File: src/rtl/i2c_seq_pkg.sv
// Shared types and the fixed setup script for the register write sequencer.
// Assumes the script is short and constant; entries are computed by function.
package i2c_seq_pkg;

    typedef enum logic [3:0] {
        ENG_IDLE,
        ENG_ST_A,   // both released
        ENG_ST_B,   // data low, clock released: start condition
        ENG_ST_C,   // both low
        ENG_B_SET,  // clock low, data carries bit
        ENG_B_HI,   // clock released, data carries bit
        ENG_B_LO,   // clock low, data carries bit
        ENG_SP_A,   // both low
        ENG_SP_B,   // clock released, data low
        ENG_SP_C    // both released: stop condition
    } eng_state_t;

    typedef enum logic [1:0] {
        SEQ_BOOT,
        SEQ_LAUNCH,
        SEQ_WAIT,
        SEQ_READY
    } seq_state_t;

    localparam int INIT_LEN = 4;
    localparam int INIT_IW  = $clog2(INIT_LEN);

    // Register number of setup write idx.
    function automatic logic [7:0] init_reg(input logic [INIT_IW-1:0] idx);
        case (idx)
            2'd0:    return 8'd183;
            2'd1:    return 8'd16;
            2'd2:    return 8'd177;
            default: return 8'd16;
        endcase
    endfunction

    // Data byte of setup write idx.
    function automatic logic [7:0] init_val(input logic [INIT_IW-1:0] idx);
        case (idx)
            2'd0:    return 8'h92;
            2'd1:    return 8'h80;
            2'd2:    return 8'hA0;
            default: return 8'h4E;
        endcase
    endfunction

endpackage

File: src/rtl/i2c_phase_timer.sv
// Phase timer: counts units of (div_i+1) cycles and flags the last cycle of
// a phase of PHASE_UNITS units. Assumes div_i is stable while run_i is high.
// Counters clear whenever run_i is low, so a phase starts fresh on run.
module i2c_phase_timer #(
    parameter int DIV_W       = 8,
    parameter int PHASE_UNITS = 3
) (
    input  logic             clk,
    input  logic             rst_n,
    input  logic             run_i,
    input  logic [DIV_W-1:0] div_i,
    output logic             phase_end_o
);
    localparam int UW = (PHASE_UNITS > 1) ? $clog2(PHASE_UNITS) : 1;
    localparam logic [UW-1:0] LAST_UNIT = UW'(PHASE_UNITS - 1);

    logic [DIV_W-1:0] cyc_q;
    logic [UW-1:0]    unit_q;
    logic             unit_tick;

    assign unit_tick   = run_i && (cyc_q == div_i);
    assign phase_end_o = unit_tick && (unit_q == LAST_UNIT);

    // Cycle and unit counters, wrapping at the end of each unit and phase.
    always_ff @(posedge clk) begin
        if (!rst_n || !run_i) begin
            cyc_q  <= '0;
            unit_q <= '0;
        end else if (unit_tick) begin
            cyc_q  <= '0;
            unit_q <= phase_end_o ? '0 : unit_q + 1'b1;
        end else begin
            cyc_q  <= cyc_q + 1'b1;
        end
    end
endmodule

File: src/rtl/i2c_byte_engine.sv
// Frame engine: on start_i (only honoured when idle) sends start, address,
// register, data and stop, with a ninth low-data clock after each byte.
// Each line state lasts one timer phase; one line changes per transition.
module i2c_byte_engine
    import i2c_seq_pkg::*;
#(
    parameter int         DIV_W    = 8,
    parameter logic [7:0] DEV_ADDR = 8'hC0
) (
    input  logic             clk,
    input  logic             rst_n,
    input  logic [DIV_W-1:0] div_i,
    input  logic             start_i,
    input  logic [7:0]       reg_i,
    input  logic [7:0]       data_i,
    output logic             done_o,
    output logic             scl_oe_o,
    output logic             sda_oe_o
);
    localparam int BYTES      = 3;
    localparam int SLOT       = 9;
    localparam int FRAME_BITS = BYTES * SLOT;
    localparam int CW         = $clog2(FRAME_BITS);
    localparam logic [CW-1:0] LAST_BIT = CW'(FRAME_BITS - 1);

    eng_state_t            st_q;
    logic [FRAME_BITS-1:0] sh_q;
    logic [CW-1:0]         cnt_q;
    logic                  phase_end;
    logic                  bit_low;

    i2c_phase_timer #(.DIV_W(DIV_W), .PHASE_UNITS(3)) u_timer (
        .clk         (clk),
        .rst_n       (rst_n),
        .run_i       (st_q != ENG_IDLE),
        .div_i       (div_i),
        .phase_end_o (phase_end)
    );

    assign done_o  = (st_q == ENG_SP_C) && phase_end;
    assign bit_low = ~sh_q[FRAME_BITS-1];

    // Phase sequencing, frame load and bit shifting.
    always_ff @(posedge clk) begin
        if (!rst_n) begin
            st_q  <= ENG_IDLE;
            sh_q  <= '0;
            cnt_q <= '0;
        end else if (st_q == ENG_IDLE) begin
            if (start_i) begin
                sh_q  <= {DEV_ADDR, 1'b0, reg_i, 1'b0, data_i, 1'b0};
                cnt_q <= '0;
                st_q  <= ENG_ST_A;
            end
        end else if (phase_end) begin
            case (st_q)
                ENG_ST_A:  st_q <= ENG_ST_B;
                ENG_ST_B:  st_q <= ENG_ST_C;
                ENG_ST_C:  st_q <= ENG_B_SET;
                ENG_B_SET: st_q <= ENG_B_HI;
                ENG_B_HI:  st_q <= ENG_B_LO;
                ENG_B_LO: begin
                    if (cnt_q == LAST_BIT) begin
                        st_q <= ENG_SP_A;
                    end else begin
                        sh_q  <= sh_q << 1;
                        cnt_q <= cnt_q + 1'b1;
                        st_q  <= ENG_B_SET;
                    end
                end
                ENG_SP_A:  st_q <= ENG_SP_B;
                ENG_SP_B:  st_q <= ENG_SP_C;
                default:   st_q <= ENG_IDLE;
            endcase
        end
    end

    // Line enables per phase: 1 pulls low, 0 releases.
    always_comb begin
        case (st_q)
            ENG_ST_B:  begin scl_oe_o = 1'b0; sda_oe_o = 1'b1;    end
            ENG_ST_C:  begin scl_oe_o = 1'b1; sda_oe_o = 1'b1;    end
            ENG_B_SET: begin scl_oe_o = 1'b1; sda_oe_o = bit_low; end
            ENG_B_HI:  begin scl_oe_o = 1'b0; sda_oe_o = bit_low; end
            ENG_B_LO:  begin scl_oe_o = 1'b1; sda_oe_o = bit_low; end
            ENG_SP_A:  begin scl_oe_o = 1'b1; sda_oe_o = 1'b1;    end
            ENG_SP_B:  begin scl_oe_o = 1'b0; sda_oe_o = 1'b1;    end
            default:   begin scl_oe_o = 1'b0; sda_oe_o = 1'b0;    end
        endcase
    end
endmodule

File: src/rtl/i2c_regwr_seq.sv
// Register write sequencer top: startup delay, fixed setup script, then
// client writes through a req/busy handshake. Assumes one client that only
// requests while busy_o is low; requests during busy are dropped.
module i2c_regwr_seq
    import i2c_seq_pkg::*;
#(
    parameter int         DIV_W         = 8,
    parameter int         STARTUP_UNITS = 200,
    parameter logic [7:0] DEV_ADDR      = 8'hC0
) (
    input  logic             clk,
    input  logic             rst_n,
    input  logic [DIV_W-1:0] div_i,
    input  logic             req_i,
    input  logic [7:0]       reg_i,
    input  logic [7:0]       data_i,
    output logic             busy_o,
    output logic             scl_oe_o,
    output logic             sda_oe_o
);
    localparam logic [INIT_IW-1:0] LAST_INIT = INIT_IW'(INIT_LEN - 1);

    seq_state_t         st_q;
    logic [INIT_IW-1:0] idx_q;
    logic               init_mode_q;
    logic               boot_done;
    logic               eng_start;
    logic               eng_done;
    logic [7:0]         eng_reg;
    logic [7:0]         eng_data;

    i2c_phase_timer #(.DIV_W(DIV_W), .PHASE_UNITS(STARTUP_UNITS)) u_boot_timer (
        .clk         (clk),
        .rst_n       (rst_n),
        .run_i       (st_q == SEQ_BOOT),
        .div_i       (div_i),
        .phase_end_o (boot_done)
    );

    i2c_byte_engine #(.DIV_W(DIV_W), .DEV_ADDR(DEV_ADDR)) u_engine (
        .clk      (clk),
        .rst_n    (rst_n),
        .div_i    (div_i),
        .start_i  (eng_start),
        .reg_i    (eng_reg),
        .data_i   (eng_data),
        .done_o   (eng_done),
        .scl_oe_o (scl_oe_o),
        .sda_oe_o (sda_oe_o)
    );

    assign busy_o    = (st_q != SEQ_READY);
    assign eng_start = (st_q == SEQ_LAUNCH) || ((st_q == SEQ_READY) && req_i);
    assign eng_reg   = (st_q == SEQ_LAUNCH) ? init_reg(idx_q) : reg_i;
    assign eng_data  = (st_q == SEQ_LAUNCH) ? init_val(idx_q) : data_i;

    // Sequencer: boot delay, script stepping, client acceptance.
    always_ff @(posedge clk) begin
        if (!rst_n) begin
            st_q        <= SEQ_BOOT;
            idx_q       <= '0;
            init_mode_q <= 1'b1;
        end else begin
            case (st_q)
                SEQ_BOOT:   if (boot_done) st_q <= SEQ_LAUNCH;
                SEQ_LAUNCH: st_q <= SEQ_WAIT;
                SEQ_WAIT: begin
                    if (eng_done) begin
                        if (init_mode_q && (idx_q != LAST_INIT)) begin
                            idx_q <= idx_q + 1'b1;
                            st_q  <= SEQ_LAUNCH;
                        end else begin
                            init_mode_q <= 1'b0;
                            st_q        <= SEQ_READY;
                        end
                    end
                end
                default:    if (req_i) st_q <= SEQ_WAIT;
            endcase
        end
    end
endmodule

File: config.mk
export PLATFORM = sky130hd
export DESIGN_NAME = i2c_regwr_seq
export DESIGN_NICKNAME = d
export VERILOG_FILES = /design/src/rtl/i2c_seq_pkg.sv /design/src/rtl/i2c_phase_timer.sv /design/src/rtl/i2c_byte_engine.sv /design/src/rtl/i2c_regwr_seq.sv
export SDC_FILE = /design/constraint.sdc
export NUM_CORES = 1
export LEC_CHECK = 0
export BUFFER_PORTS_ARGS = -buffer_cell sky130_fd_sc_hd__buf_2
export CORE_MARGIN = 2
export CORE_UTILIZATION = 51
export DETAILED_ROUTE_END_ITERATION = 10
export PLACE_DENSITY = 0.76
export REMOVE_ABC_BUFFERS = 1
export SLEW_MARGIN = 30
export SYNTH_ARGS = -nofsm -noshare
export SYNTH_HDL_FRONTEND = slang
export SYNTH_HIERARCHICAL = 1
export SYNTH_SLANG_ARGS = --single-unit
File: constraint.sdc
create_clock -name clk -period 2.3 [get_ports clk]
set_input_delay 0.46 -clock clk [delete_from_list [all_inputs] [get_ports clk]]
set_output_delay 0.46 -clock clk [all_outputs]
set_load 0.02 [all_outputs]
==> metrics.md, run 1 <==
| Metric | Value |
|---|---|
| Hold depth | 3 |
| Clock skew | 0.0105 ns |
| Worst-path fanout max | 3 |
| Final setup fails | 0 |
| Final net count | 524 |
| Max-Cap Viols | 0 |
| Largest net degree at the start of global routing | 24 |
| CP Capture Type | flop |
| CP peak stage delay | 0.41 ns |
| Initial detailed-routing violation count | 243 |
| Setup TNS Final | 0 ns |
| Die Y | between 80 and 90 um |
| Gr ovfl total | 0 |
| CTS tree | built |
| Die span in x | about 90 um |
| Status | finished clean |
| Port bufs | 29 |
| Initial antenna violation count | 0 |
| Number of diodes | 0 |
| Worst Setup Start Kind | flop |
| Final period util | 95.3% |
| Sequential share of the synthesized area | 36.7% |
| WP data arrival | 2.42 ns |
| Vias per cell | 5.50 |
| Clk pin slew, worst setup/hold paths | 0.08 ns |
| Layout cells sized above 1 | a little under a quarter |
| Area of the multi-input gates | 2120 sq um |
| Fin. Hold Viols | 0 |
| Count of non-filler cells in the finished layout | between 500 and 600 |
| Max-slew headroom | 63.3% |
| Placeable Area | around 6800 sq um |
| Synthesized area | between 3000 and 4000 sq um |
| IO Pins | 30 |
| DP Wirelength | 5670 um |
| Reg-to-reg endpoint | st_q[0]$_SDFFE_PN0P_ |
| Cells after Synth | 417 |
| Pwr/cell area | approximately 700 nW/um^2 |
| Min-delay worst type | primary input to flop |
| Avg Inst Size Synth | 8.63 sq um |
| CTS H-tree lvls | 3 |
| Number of global-route vias before repair | 2898 |
| Clk buf depth | 2 |
| Worst Hold Path EP | u_engine/sh_q[1]$_SDFFE_PN0P_ |
| WS Path Type | flop to flop |
| CTS Root Cell | clkbuf_8 |
| WL per Instance | 13.9 um |
| Fmax | 0.456 GHz |
| Layout filler cell count | about 580 |
| Worst-Margin Slew | 0.548 ns |
| Worst skew pair latency | 0.34 ns |
| Yosys reg bits | 66 |
| GRT Util Overall | approximately 22% |
| Remaining DRCs | 0 |
| Die ar. | 7740 sq um |
| Placed insts | roughly 560 |
| TritonCTS Buffers | 9 |
| Synth warnings | 6 |
| First-pass GRT wire length | 13200 um |
| Pins Over Slew Limit | 0 |
| Flop pwr share | 41.6% |
| Detail Route Antenna Nets | 0 |
| Cts hold-fix bufs | 0 |
| Net switching share of the total power | 30.7% |
| Commonest non-fill, non-tap cell in the layout | dfxtp_1 |
| Peak VDD IR | 361 uV |
| Clock sinks | 66 |
| Critical Path Slowest Stage Cell | or4_1 |
| Ys flop type | dfxtp_1 |
| LEAKAGE | 0.00173 uW |
| Reg-to-reg startpoint | u_engine/u_timer/cyc_q[3]$_SDFF_PP0_ |
| Minimum clock period | 2.19 ns |
| Via Count | around 3200 |
| R2R Setup Slk | roughly 0.11 ns |
| Worst reg-to-reg path cell count | 9 |
| P_sw | between 900 and 1000 uW |
| Combinational share of power | 23.3% |
| Post-Route WL | a little over 8000 um |
| Register area | 1320 sq um |
| First-pass iteration count of the detailed router | 5 |
| Cells along the critical path | xnor2_1 -> nand4_1 -> nor3_2 -> buf_4 -> nand2_1 -> nor4b_4 -> nor2b_1 -> or4_1 -> o211a_1 |
| Beginning of the critical path | u_engine/u_timer/cyc_q[3]$_SDFF_PP0_ |
| Clock network power share | a little over a third |
| CP required | approximately 2.5 ns |
| Yosys cell types | 61 |
| Initial Util | 53.0% |
| Routability congestion estimate | 0.809 |
| Async S/R FF share, synth | 0% |
| Number of synthesized flops with an enable pin | 0 |
| Hold path start | rst_n |
| Layout Area Growth over Synthesis | 20.3% |
| Internal power | 2130 uW |
| FP Rows | 30 |
| Most frequent cells in the layout | dfxtp_1, nand2_1, buf_4, nor2_1 |
[registers in the layout, summed over array words and instances (netlist names), 4 cells and up]
register and cells:
u_boot_timer/cyc_q 8, u_boot_timer/unit_q 8, u_engine/cnt_q 5, u_engine/sh_q 26, u_engine/st_q 4, u_engine/u_timer/cyc_q 8
[critical path, delay by kind of cell (launching register included)]
kind                      cells  cell delay, ns
and+or+nand+nor               6            1.28
DFF                           1            0.33
buffers and inverters         1            0.13
xor gates and xnor gates      1            0.19
AOI/OAI and AO/OA             1            0.14
[synth_stat cells (2+ instances only)]
cell      instances  area [sq um]
buf_6             5          56.3
nor4_1            4          25.0
buf_2             7          35.0
xnor2_2           3          48.8
or3_1             4          25.0
and2_1            4          25.0
xnor2_1          23           201
nor2b_1           8          50.1
a21oi_1          29           145
nand3_1          14          70.1
dfxtp_1          66          1320
nand4_1           9          56.3
or4_1             3          22.5
mux2i_1           5          50.1
nand2_1          62           233
a21o_1            2          15.0
and3_2            2          15.0
a311oi_1         13           114
and3_1            4          25.0
nor3_4            2          32.5
o22ai_1          10          62.6
clkbuf_1          3          11.3
inv_1            18          67.6
xor2_1            9          78.8
nor2_1           33           124
nand3b_1          2          15.0
nor3_1            7          35.0
mux2_2            3          33.8
ha_1             16           200
o21ai_0          16          80.1
[final cells by class]
cell class / instances / share of cell area [%]
Clock buffer: 10 / 2.95
Timing Repair Buffer: 69 / 10.9
Tap cell: 96 / 2.77
Clock inverter: 6 / 2.11
Multi-Input combinational cell: 315 / 49.0
Sequential cell: 66 / 30.5
Inverter: 20 / 1.73
[metal layers]
metal  GRT usage (%)  wire length (um)  vias up
met5               0                 0        -
met4            9.23               146        0
met3            3.86               345       15
met2            35.1              3910       79
met1            29.0              3660     1504
li1                -                 -     1601
[through the flow]
stage                     total power [uW]  area, sq um  hold WS, ns  util [%]  setup WS, ns
final                                 3080         4330        0.466      63.7         0.109
after global routing                  3240         4330        0.468      63.7       -0.0557
after CTS                             3080         4270        0.442      62.9        0.0923
after detailed placement              2000         4050        0.460      59.6        -0.216
after global placement                1980         4050        0.455      59.6        -0.121
after floorplan                       1750         3490        0.435         -        -0.385
[timing repair]
action / 4_1_cts / 5_1_grt
endpoints found under the setup margin: 1 / 25
setup buffers: 0 / 4
pin swaps: 0 / 2
resized for setup: 1 / 4
[kinds of logic after synthesis]
| family | count (synthesis) | synth area share (%) |
|---|---|---|
| and+or+nand+nor | 175 | 26.4 |
| muxes | 8 | 2.33 |
| adders and majority gates | 16 | 5.56 |
| AOI/OAI and AO/OA | 81 | 14.7 |
| xor gates and xnor gates | 35 | 9.14 |
| DFF | 66 | 36.7 |
| buffers and inverters | 36 | 5.15 |
[power by group through the flow]
| stage | Combinational [uW] | Clock, uW | Sequential (uW) |
|---|---|---|---|
| finish | 717 | 1080 | 1280 |
| CTS | 701 | 1100 | 1280 |
| global placement | 680 | 0 | 1300 |
| detailed placement | 697 | 0 | 1300 |
| global route | 796 | 1160 | 1290 |
| floorplan | 442 | 0 | 1310 |
[worst max-delay path by stage]
stage | endpoint | cells after the start
3_3_place_gp | st_q[0]$_SDFFE_PN0P_ | 10
3_5_place_dp | st_q[0]$_SDFFE_PN0P_ | 10
2_1_floorplan | st_q[0]$_SDFFE_PN0P_ | 9
6_report | st_q[0]$_SDFFE_PN0P_ | 9
5_1_grt | idx_q[0]$_SDFFE_PN0P_ | 10
4_1_cts | st_q[0]$_SDFFE_PN0P_ | 9
(Power assumes the default switching activity.)
==> run 2: changes to the inputs <==
- CTS_BUF_LIST: not set -> sky130_fd_sc_hd__clkbuf_8
==> run 2 against run 1 <==
Net effect: sequential share of layout area unchanged; wire length about the same; non-clock buffer count unchanged; highest routed layer unchanged.
==> metrics.md, run 2 (same netlist as run 1, synthesis figures left out) <==
| Metric | Value |
|---|---|
| Status | finished clean |
| Max-slew headroom | 63.6% (+0.37 points) |
| Layout Area Growth over Synthesis | 20.3% (unchanged) |
| Placeable Area | 6790 sq um (unchanged) |
| Remaining DRCs | 0 (unchanged) |
| Port bufs | 29 (unchanged) |
| Minimum clock period | 2.18 ns (-0.00600 ns) |
| Net switching share of the total power | 30.8% (+0.15 points) |
| Min-delay worst type | primary input to flop |
| Final net count | 524 (unchanged) |
| First-pass GRT wire length | 13200 um (unchanged) |
| Largest net degree at the start of global routing | 24 (unchanged) |
| Top reg by flops | u_engine/sh_q |
| DP Wirelength | 5670 um (unchanged) |
| CTS Root Cell | clkbuf_8 |
| Detail Route Antenna Nets | 0 (unchanged) |
| TritonCTS Buffers | 9 (unchanged) |
| Clk buf depth | 2 (unchanged) |
| LEAKAGE | 0.00174 uW (+0.24%) |
| Fin. Hold Viols | 0 (unchanged) |
| Routability congestion estimate | 0.809 (unchanged) |
| Internal power | 2130 uW (-0.21%) |
| Final hold slack | 0.465 ns (-0.00181 ns) |
| Commonest non-fill, non-tap cell in the layout | dfxtp_1 |
| Initial Util | 53.0% (unchanged) |
| Via Count | 3186 (-0.41%) |
| FP Rows | 30 (unchanged) |
| Setup TNS Final | 0 ns (unchanged) |
| Worst reg-to-reg path cell count | 9 (unchanged) |
| Final period util | 95.0% (-0.26 points) |
| GRT Util Overall | 21.9% (unchanged) |
| Worst-Margin Slew | 0.542 ns (-0.00544 ns) |
| Clock network power share | 35.1% (about the same) |
| Most frequent cells in the layout | dfxtp_1, nand2_1, buf_4, nor2_1 |
| Cts hold-fix bufs | 0 (unchanged) |
| Clock skew | 0.0124 ns (+0.00193 ns) |
| Die ar. | 7740 sq um (unchanged) |
| P_sw | 948 uW (+0.49%) |
| Slack of the critical path | 0.115 ns (+0.00600 ns) |
| Max-Cap Viols | 0 (unchanged) |
| Combinational share of power | 23.3% (about the same) |
| WL per Instance | 13.9 um (about the same) |
| Worst-path fanout max | 3 (unchanged) |
| Die span in x | 88 um (unchanged) |
| Gr ovfl total | 0 (unchanged) |
| Peak VDD IR | 361 uV (+0.11%) |
| First-pass iteration count of the detailed router | 5 (unchanged) |
| Initial antenna violation count | 0 (unchanged) |
| Initial detailed-routing violation count | 243 (unchanged) |
| Number of diodes | 0 (unchanged) |
| Flop pwr share | 41.6% (about the same) |
| CP required | 2.53 ns (about the same) |
| CTS H-tree lvls | 3 (unchanged) |
| Worst Setup Start Kind | flop |
| Count of non-filler cells in the finished layout | 582 (unchanged) |
| Layout cells sized above 1 | 23.3% (unchanged) |
| Worst skew pair latency | 0.34 ns (about the same) |
| Post-Route WL | 8070 um (about the same) |
| Pins Over Slew Limit | 0 (unchanged) |
| WP data arrival | 2.42 ns (about the same) |
| Number of global-route vias before repair | 2898 (unchanged) |
| Hold depth | 3 (unchanged) |
| Die Y | 88 um (unchanged) |
| Setup WS pre-CTS | -0.216 ns (unchanged) |
| Vias per cell | 5.47 (-0.41%) |
| Clock sinks | 66 (unchanged) |
| Reg-to-reg startpoint | u_engine/u_timer/cyc_q[3]$_SDFF_PP0_ |
| Max reg flops | 26 (unchanged) |
| Fmax | 0.458 GHz (+0.27%) |
| Hold path start | rst_n |
| Fin util | 63.7% (unchanged) |
| WS Path Type | flop to flop |
| Final setup fails | 0 (unchanged) |
| Beginning of the critical path | u_engine/u_timer/cyc_q[3]$_SDFF_PP0_ |
| Placed insts | 562 (unchanged) |
| CTS tree | built |
| Pwr/cell area | 710 nW/um^2 (about the same) |
| Clk pin slew, worst setup/hold paths | 0.08 ns (about the same) |
| CP Capture Type | flop |
| IO Pins | 30 (unchanged) |
[run 2: power groups by stage]
| stage | registers (uW) | clock network, uW | logic (uW) |
|---|---|---|---|
| global placement | 1300 | 0 | 680 |
| detailed placement | 1300 | 0 | 697 |
| finish | 1280 | 1080 | 717 |
| global route | 1290 | 1150 | 796 |
| CTS | 1280 | 1090 | 701 |
| floorplan | 1310 | 0 | 442 |
[run 2: final cells by class]
type | instances | area, sq um
clock buffer | 9 | 124
clock inverter | 7 | 95.1
inverter | 20 | 75.1
tap | 96 | 120
timing repair buffer | 69 | 470
multi-input combinational | 315 | 2120
fill | 576 | 2460
sequential | 66 | 1320
[run 2: worst paths after layout]
kind	to	slack (ns)
setup reg to reg	st_q[0]$_SDFFE_PN0P_	0.12
hold / removal	u_engine/sh_q[1]$_SDFFE_PN0P_	0.46
setup / recovery	st_q[0]$_SDFFE_PN0P_	0.12
hold reg to reg	init_mode_q$_SDFFE_PN1P_	0.47
[run 2: worst max-delay path, stage by stage, from the launching register on]
cell and delay [ns]:
dfxtp_1 0.33, xnor2_1 0.19, nand4_1 0.21, nor3_2 0.20
buf_4 0.13, nand2_1 0.10, nor4b_4 0.27, nor2b_1 0.09
or4_1 0.41, o211a_1 0.14
[run 2: repair_timing]
item                       in CTS  in global routing
setup endpoints to repair       1                 24
setup buffers                   0                  4
pin swaps                       0                  2
hold endpoints to repair        0                  0
resized for setup               1                  4
[run 2: metal layers]
metal | vias up | track usage (%) | share of wire (%)
met5 | - | 0 | 0
met1 | 1489 | 29.0 | 45
met2 | 83 | 35.1 | 49
met4 | 0 | 9.23 | 1.8
met3 | 16 | 3.86 | 4.4
li1 | 1598 | - | -
[run 2: metrics by stage]
stage / instance area [sq um] / power, uW
floorplan: 3490 / 1750
global placement: 4050 / 1980
detailed placement: 4050 / 2000
CTS: 4270 / 3070
global route: 4330 / 3240
finish: 4330 / 3080
